File: src/rtl/zt_sram_pkg.sv
`timescale 1ns/1ps
package zt_sram_pkg;
  // Strobes from the control to the datapath, valid for the access issued at the last enabled edge.
  typedef struct packed {
    logic rd;
    logic wr;
  } accStb_t;
endpackage

File: src/rtl/zt_sram_ctrl.sv
`timescale 1ns/1ps
module zt_sram_ctrl
  import zt_sram_pkg::*;
#(
  parameter int ADDR_W = 6,
  parameter int NBYTES = 2
) (
  input  logic              clk,
  input  logic              rstN,
  input  logic              ceN,
  input  logic              orderSel,
  input  logic              sel1N,
  input  logic              sel2N,
  input  logic              sel3,
  input  logic              sleep,
  input  logic              advance,
  input  logic              weN,
  input  logic [NBYTES-1:0] byteWeN,
  input  logic [ADDR_W-1:0] addr,
  output accStb_t           acc,
  output logic [ADDR_W-1:0] accAddr,
  output logic [NBYTES-1:0] accMask
);
  localparam int CNT_W = 2;

  logic [ADDR_W-1:0] baseAddr, nextBase, effAddr;
  logic [CNT_W-1:0]  cnt, nextCnt, lowBits;
  logic              active, nextActive, isWrite, nextWrite, chipSel;

  assign chipSel = !sel1N && !sel2N && sel3;

  always_comb begin
    nextBase   = baseAddr;
    nextCnt    = cnt;
    nextWrite  = isWrite;
    nextActive = 1'b0;
    if (!sleep) begin
      if (advance) begin
        if (active) begin
          nextActive = 1'b1;
          nextCnt    = cnt + CNT_W'(1);
        end
      end else if (chipSel) begin
        nextActive = 1'b1;
        nextBase   = addr;
        nextCnt    = '0;
        nextWrite  = !weN;
      end
    end
  end

  assign lowBits = orderSel ? (nextBase[CNT_W-1:0] ^ nextCnt)
                            : (nextBase[CNT_W-1:0] + nextCnt);
  assign effAddr = {nextBase[ADDR_W-1:CNT_W], lowBits};

  always_ff @(posedge clk or negedge rstN) begin
    if (!rstN) begin
      baseAddr <= '0;
      cnt      <= '0;
      active   <= 1'b0;
      isWrite  <= 1'b0;
      acc      <= '0;
      accAddr  <= '0;
      accMask  <= '0;
    end else if (!ceN) begin
      baseAddr <= nextBase;
      cnt      <= nextCnt;
      active   <= nextActive;
      isWrite  <= nextWrite;
      acc.rd   <= nextActive && !nextWrite;
      acc.wr   <= nextActive && nextWrite;
      accAddr  <= effAddr;
      accMask  <= ~byteWeN;
    end
  end
endmodule

File: src/rtl/zt_sram_dp.sv
`timescale 1ns/1ps
module zt_sram_dp
  import zt_sram_pkg::*;
#(
  parameter int ADDR_W = 6,
  parameter int NBYTES = 2,
  parameter int BYTE_W = 9
) (
  input  logic                     clk,
  input  logic                     rstN,
  input  logic                     ceN,
  input  logic                     pipeMode,
  input  logic                     oeN,
  input  accStb_t                  acc,
  input  logic [ADDR_W-1:0]        accAddr,
  input  logic [NBYTES-1:0]        accMask,
  input  logic [NBYTES*BYTE_W-1:0] dIn,
  output logic [NBYTES*BYTE_W-1:0] dOut,
  output logic                     dOutEn
);
  localparam int DATA_W = NBYTES * BYTE_W;
  localparam int DEPTH  = 1 << ADDR_W;

  logic [DATA_W-1:0] mem [DEPTH];
  logic [DATA_W-1:0] arrayWord, readWord, outReg;
  logic              lateWr, outValid, fwdHit, commitEn;
  logic [ADDR_W-1:0] lateAddr, commitAddr;
  logic [NBYTES-1:0] lateMask, commitMask;

  // Second late-write stage is only consumed in pipelined mode.
  assign commitEn   = pipeMode ? lateWr   : acc.wr;
  assign commitAddr = pipeMode ? lateAddr : accAddr;
  assign commitMask = pipeMode ? lateMask : accMask;

  assign arrayWord = mem[accAddr];
  assign fwdHit    = pipeMode && lateWr && (lateAddr == accAddr);

  for (genvar b = 0; b < NBYTES; b++) begin : g_lane
    assign readWord[b*BYTE_W +: BYTE_W] = (fwdHit && lateMask[b]) ? dIn[b*BYTE_W +: BYTE_W]
                                                                 : arrayWord[b*BYTE_W +: BYTE_W];
  end

  always_ff @(posedge clk) begin
    if (!ceN && commitEn) begin
      for (int b = 0; b < NBYTES; b++) begin
        if (commitMask[b]) mem[commitAddr][b*BYTE_W +: BYTE_W] <= dIn[b*BYTE_W +: BYTE_W];
      end
    end
  end

  always_ff @(posedge clk or negedge rstN) begin
    if (!rstN) begin
      lateWr   <= 1'b0;
      lateAddr <= '0;
      lateMask <= '0;
      outReg   <= '0;
      outValid <= 1'b0;
    end else if (!ceN) begin
      lateWr   <= acc.wr;
      lateAddr <= accAddr;
      lateMask <= accMask;
      outValid <= acc.rd;
      if (acc.rd) outReg <= readWord;
    end
  end

  assign dOut   = pipeMode ? outReg : arrayWord;
  assign dOutEn = (pipeMode ? outValid : acc.rd) && !oeN;
endmodule

File: src/rtl/zt_sram.sv
`timescale 1ns/1ps
module zt_sram
  import zt_sram_pkg::*;
#(
  parameter int ADDR_W = 6,
  parameter int NBYTES = 2,
  parameter int BYTE_W = 9
) (
  input  logic                     clk,
  input  logic                     rstN,
  input  logic                     pipeMode,
  input  logic                     orderSel,
  input  logic                     ceN,
  input  logic                     sel1N,
  input  logic                     sel2N,
  input  logic                     sel3,
  input  logic                     sleep,
  input  logic                     advance,
  input  logic                     weN,
  input  logic [NBYTES-1:0]        byteWeN,
  input  logic [ADDR_W-1:0]        addr,
  input  logic [NBYTES*BYTE_W-1:0] dIn,
  input  logic                     oeN,
  output logic [NBYTES*BYTE_W-1:0] dOut,
  output logic                     dOutEn
);
  accStb_t           acc;
  logic [ADDR_W-1:0] accAddr;
  logic [NBYTES-1:0] accMask;

  zt_sram_ctrl #(.ADDR_W(ADDR_W), .NBYTES(NBYTES)) ctrl_i (
    .clk(clk), .rstN(rstN), .ceN(ceN), .orderSel(orderSel),
    .sel1N(sel1N), .sel2N(sel2N), .sel3(sel3), .sleep(sleep),
    .advance(advance), .weN(weN), .byteWeN(byteWeN), .addr(addr),
    .acc(acc), .accAddr(accAddr), .accMask(accMask)
  );

  zt_sram_dp #(.ADDR_W(ADDR_W), .NBYTES(NBYTES), .BYTE_W(BYTE_W)) dp_i (
    .clk(clk), .rstN(rstN), .ceN(ceN), .pipeMode(pipeMode), .oeN(oeN),
    .acc(acc), .accAddr(accAddr), .accMask(accMask), .dIn(dIn),
    .dOut(dOut), .dOutEn(dOutEn)
  );
endmodule

File: config.mk
export PLATFORM = sky130hd
export DESIGN_NAME = zt_sram
export DESIGN_NICKNAME = d
export VERILOG_FILES = /design/src/rtl/zt_sram_pkg.sv /design/src/rtl/zt_sram_ctrl.sv /design/src/rtl/zt_sram_dp.sv /design/src/rtl/zt_sram.sv
export SDC_FILE = /design/constraint.sdc
export NUM_CORES = 1
export LEC_CHECK = 0
export ABC_AREA = 1
export BUFFER_PORTS_ARGS = -buffer_cell sky130_fd_sc_hd__buf_4
export CELL_PAD_IN_SITES_DETAIL_PLACEMENT = 0
export CELL_PAD_IN_SITES_GLOBAL_PLACEMENT = 1
export CORE_UTILIZATION = 55
export CTS_BUF_LIST = sky130_fd_sc_hd__clkbuf_16
export DETAILED_ROUTE_END_ITERATION = 8
export PLACE_DENSITY_LB_ADDON = 0.15
export SLEW_MARGIN = 10
export SYNTH_ARGS = -nofsm -noshare
export SYNTH_HDL_FRONTEND = slang
export SYNTH_SLANG_ARGS = --single-unit
File: constraint.sdc
create_clock -name clk -period 3.71 [get_ports clk]
set_clock_uncertainty 0.2 [all_clocks]
set_input_delay 0 -clock clk [delete_from_list [all_inputs] [get_ports clk]]
set_output_delay 0 -clock clk [all_outputs]
set_load 0.02 [all_outputs]
==> out/results.ini <==
[yosys]
yosys_warnings=0
yosysMostFrequentCell=nand2_1
ys_top_cells_by_count=1701 x nand2_1, 1152 x edfxtp_1, 993 x nand3_1
ys.flop_type=edfxtp_1
synth_compound_area_share_pct=0.4999
muxShareOfSynthArea_pct=0
synth_top_family_by_area=simple AND/OR/NAND/NOR gates
synth_simple_gate_area_share_pct=24.33
yosys.area_share.adder_pct=0.02500
yosysTopAreaCellShare_pct=69.11
synth_edf_count=1152
synth.top_cells.by_area=edfxtp_1 69%, nand2_1 13%, nand3_1 9.9%
netlist_area_um2=50060
ys_ff_latch=1196
yosysUniqueCellTypes=33
netlist_instances=4472
synth_area_leader_cell=edfxtp_1
synthArstFlopShare_pct=3.679
synth_xor_area_share_pct=0.03499
ys_seq_area_share_pct=71.31
mappedNetlistNets=4511
syn-mean-instance-area_um2=11.19

[setup_path]
r2r_start=ctrl_i.active
start_kind=register
cp.required_ns=3.51
crit_type=register to output pin
path_max_fanout=61
arrival_ns=3.41
rr_worst_depth=14
r2r_slack_ns=0.37
regToRegEndpoint=ctrl_i.accAddr[1]
end_kind=output pin

[cts]
htreeDepth=3
cts_buffers=121
cts_tree=done
clkSinkCount=1196
clk_pin_slew_ns=0.06
clock_latency_ns=0.71
cts_buffer_depth=3
cts_root_buf=clkbuf_16

[timing]
setup_viol=0
fmaxAchievable_ghz=0.2767
slew_headroom_pct=35.94
tightest_slew_ns=0.9609
period_share_pct=97.40
hold_viol=0
setup_ws_ns=0.09636
rsz0062_at_grt=yes
fin_crit_ns=3.614
slew_viol_final=0

[cells_and_area]
drive_above_1_share_pct=9.994
final_area_um2=56820
multiInputGateArea_um2=12480
fillers=7132
final_cells=5911
fin_nets=4665
syn_to_final_growth_pct=13.51
regArea_um2=35710
final_util_pct=63.02

[power_and_ir_drop]
pwr_density_cell_nw_per_um2=619.9
p_clk_share_pct=34.4
p_seq_share_pct=42.9
switchingPower_uw=11070
total_power_uw=35220
p_sw_share_pct=31.44
power.internal_uw=24150
p_comb_share_pct=22.7
irDropWorstVdd_uv=525.2
leakage_uw=0.02115

[status]
status=finished, final reports clean

[global_route]
grt-ovfl-total=0
grt_pass1_wl_um=204800
antenna_found_initial=4
grt_max_degree=173
grt_pass1_vias=32200
grt_util_all_layers_pct=29.67

[worst_hold_path]
hold_class=input pin to output pin
worstHoldPathCells=3
holdCritStartpoint=oeN
worstHoldEndpoint=dOutEn

[drt]
viasPerCell=5.758
drc_errors=0
first_iter_violations=3905
postRouteAntennaNets=0
totalWireLength_um=137400
wl_per_cell_um=23.25
vias=34040
drtPass1Iterations=5

[run]
maxCapViolations=0

[place]
hpwl_um=80000
dpl_cell_area_um2=52080
place_congestion=0.8655
dp_cells=5613
io_buffers=56
dp_slack_ns=0.6349

[floorplanning]
die_w_um=303.7
die_h_um=303.7
start_util_pct=55.53
fp-row-count=110
die_area_um2=92220
pin_count=57
core_area_um2=90150

worst max-delay path, stage by stage, from the launching register on:
cell and delay, ns:
dfrtp_4 0.62, clkinv_16 0.21, buf_16 0.28, buf_4 0.25
nand2_1 0.07, nand3_1 0.08, nand3_1 0.12, nand2_1 0.11
nand2_1 0.07, nand3_1 0.08, nand3_1 0.19, nand2_1 0.11
nand2_1 0.05, nand2_1 0.16, buf_4 0.18
stage by stage:
stage | TNS [ns] | hold WS [ns]
after global routing | -0.02269 | 0.07686
after global placement | 0 | -0.1435
after floorplan | 0 | -0.4956
after CTS | 0 | 0.06024
after detailed placement | 0 | -0.1407
final | 0 | 0.05924
layer usage:
| metal | vias to the layer above | track usage, % | part of all wire (%) |
|---|---|---|---|
| met5 | - | 0 | 0.012 |
| met4 | 2 | 8.181 | 2.2 |
| met3 | 196 | 3.731 | 7.2 |
| met2 | 1309 | 46.50 | 47 |
| met1 | 16720 | 44.08 | 44 |
| li1 | 15810 | - | - |
cells by family (layout without fill, tap and decap cells):
group,after synthesis,count (layout)
DFF,1196,1196
buffers and inverters,354,615
AOI/OAI and AO/OA,43,43
xor gates and xnor gates,2,2
other,0,2
and+or+nand+nor,2876,2876
adders and majority gates,1,1
flip-flops by register name, summed over array words and instances (netlist names):
signal,cells
dp_i.mem,1152
dp_i.outReg,18
dp_i.lateAddr,6
ctrl_i.baseAddr,5
ctrl_i.accAddr,3
ctrl_i.accMask,2
ctrl_i.acc,2
ctrl_i.cnt,2
dp_i.lateMask,2
ctrl_i.active,1
ctrl_i.isWrite,1
dp_i.lateWr,1
dp_i.outValid,1
timing repair:
action | CTS | global route
buffers inserted | 0 | 2
gates cloned | 0 | 2
gates resized for setup | 2 | 12
hold buffers | 62 | 0
endpoints found under the setup margin | 5 | 16
pin swaps | 0 | 0
endpoints found under the hold margin | 1240 | 0
layout make-up:
type	count	area share (%)
Antenna cell	2	0.008809
Clock buffer	123	5.417
Clock inverter	107	1.559
Inverter	70	0.5506
Multi-Input combinational cell	2922	21.96
Sequential cell	1196	62.85
Tap cell	1176	2.590
Timing Repair Buffer	315	5.069
how the worst max path moves through the flow:
stage / depth (start not counted) / start / end / slack (ns)
finish: 14 / ctrl_i.accAddr[0] / dOut[8] / 0.1
global route: 14 / ctrl_i.accAddr[0] / dOut[1] / -0.01
CTS: 12 / ctrl_i.accAddr[0] / dOut[17] / 0.006
detailed placement: 5 / ctrl_i.accAddr[1] / dp_i.mem[48][9] / 0.63
global placement: 5 / ctrl_i.accAddr[1] / dp_i.mem[48][10] / 0.60
floorplan: 7 / ctrl_i.accAddr[1] / dp_i.mem[13][0] / 1.32
cells in the final DEF (no fill, tap or decap), types with 27 or more instances in the layout:
master / synthesis / final
dlygate4sd3_1: 0 / 61
clkinv_1: 1 / 27
buf_4: 19 / 227
dfrtp_1: 44 / 40
nor2_1: 139 / 139
inv_1: 64 / 86
nand2_1: 1701 / 1697
clkinv_2: 0 / 31
nand3_1: 993 / 993
clkbuf_16: 0 / 125
o21ai_0: 27 / 27
edfxtp_1: 1152 / 1152
power groups by stage:
stage               clock, uW  sequential [uW]  combinational [uW]
finish                  12100            15100                8000
floorplan                   0            15300                5310
global route            12700            15100                8740
global placement            0            15400                7740
CTS                     12200            15100                7860
detailed placement          0            15400                7750
No activity file was read; power rests on OpenSTA's default activity.
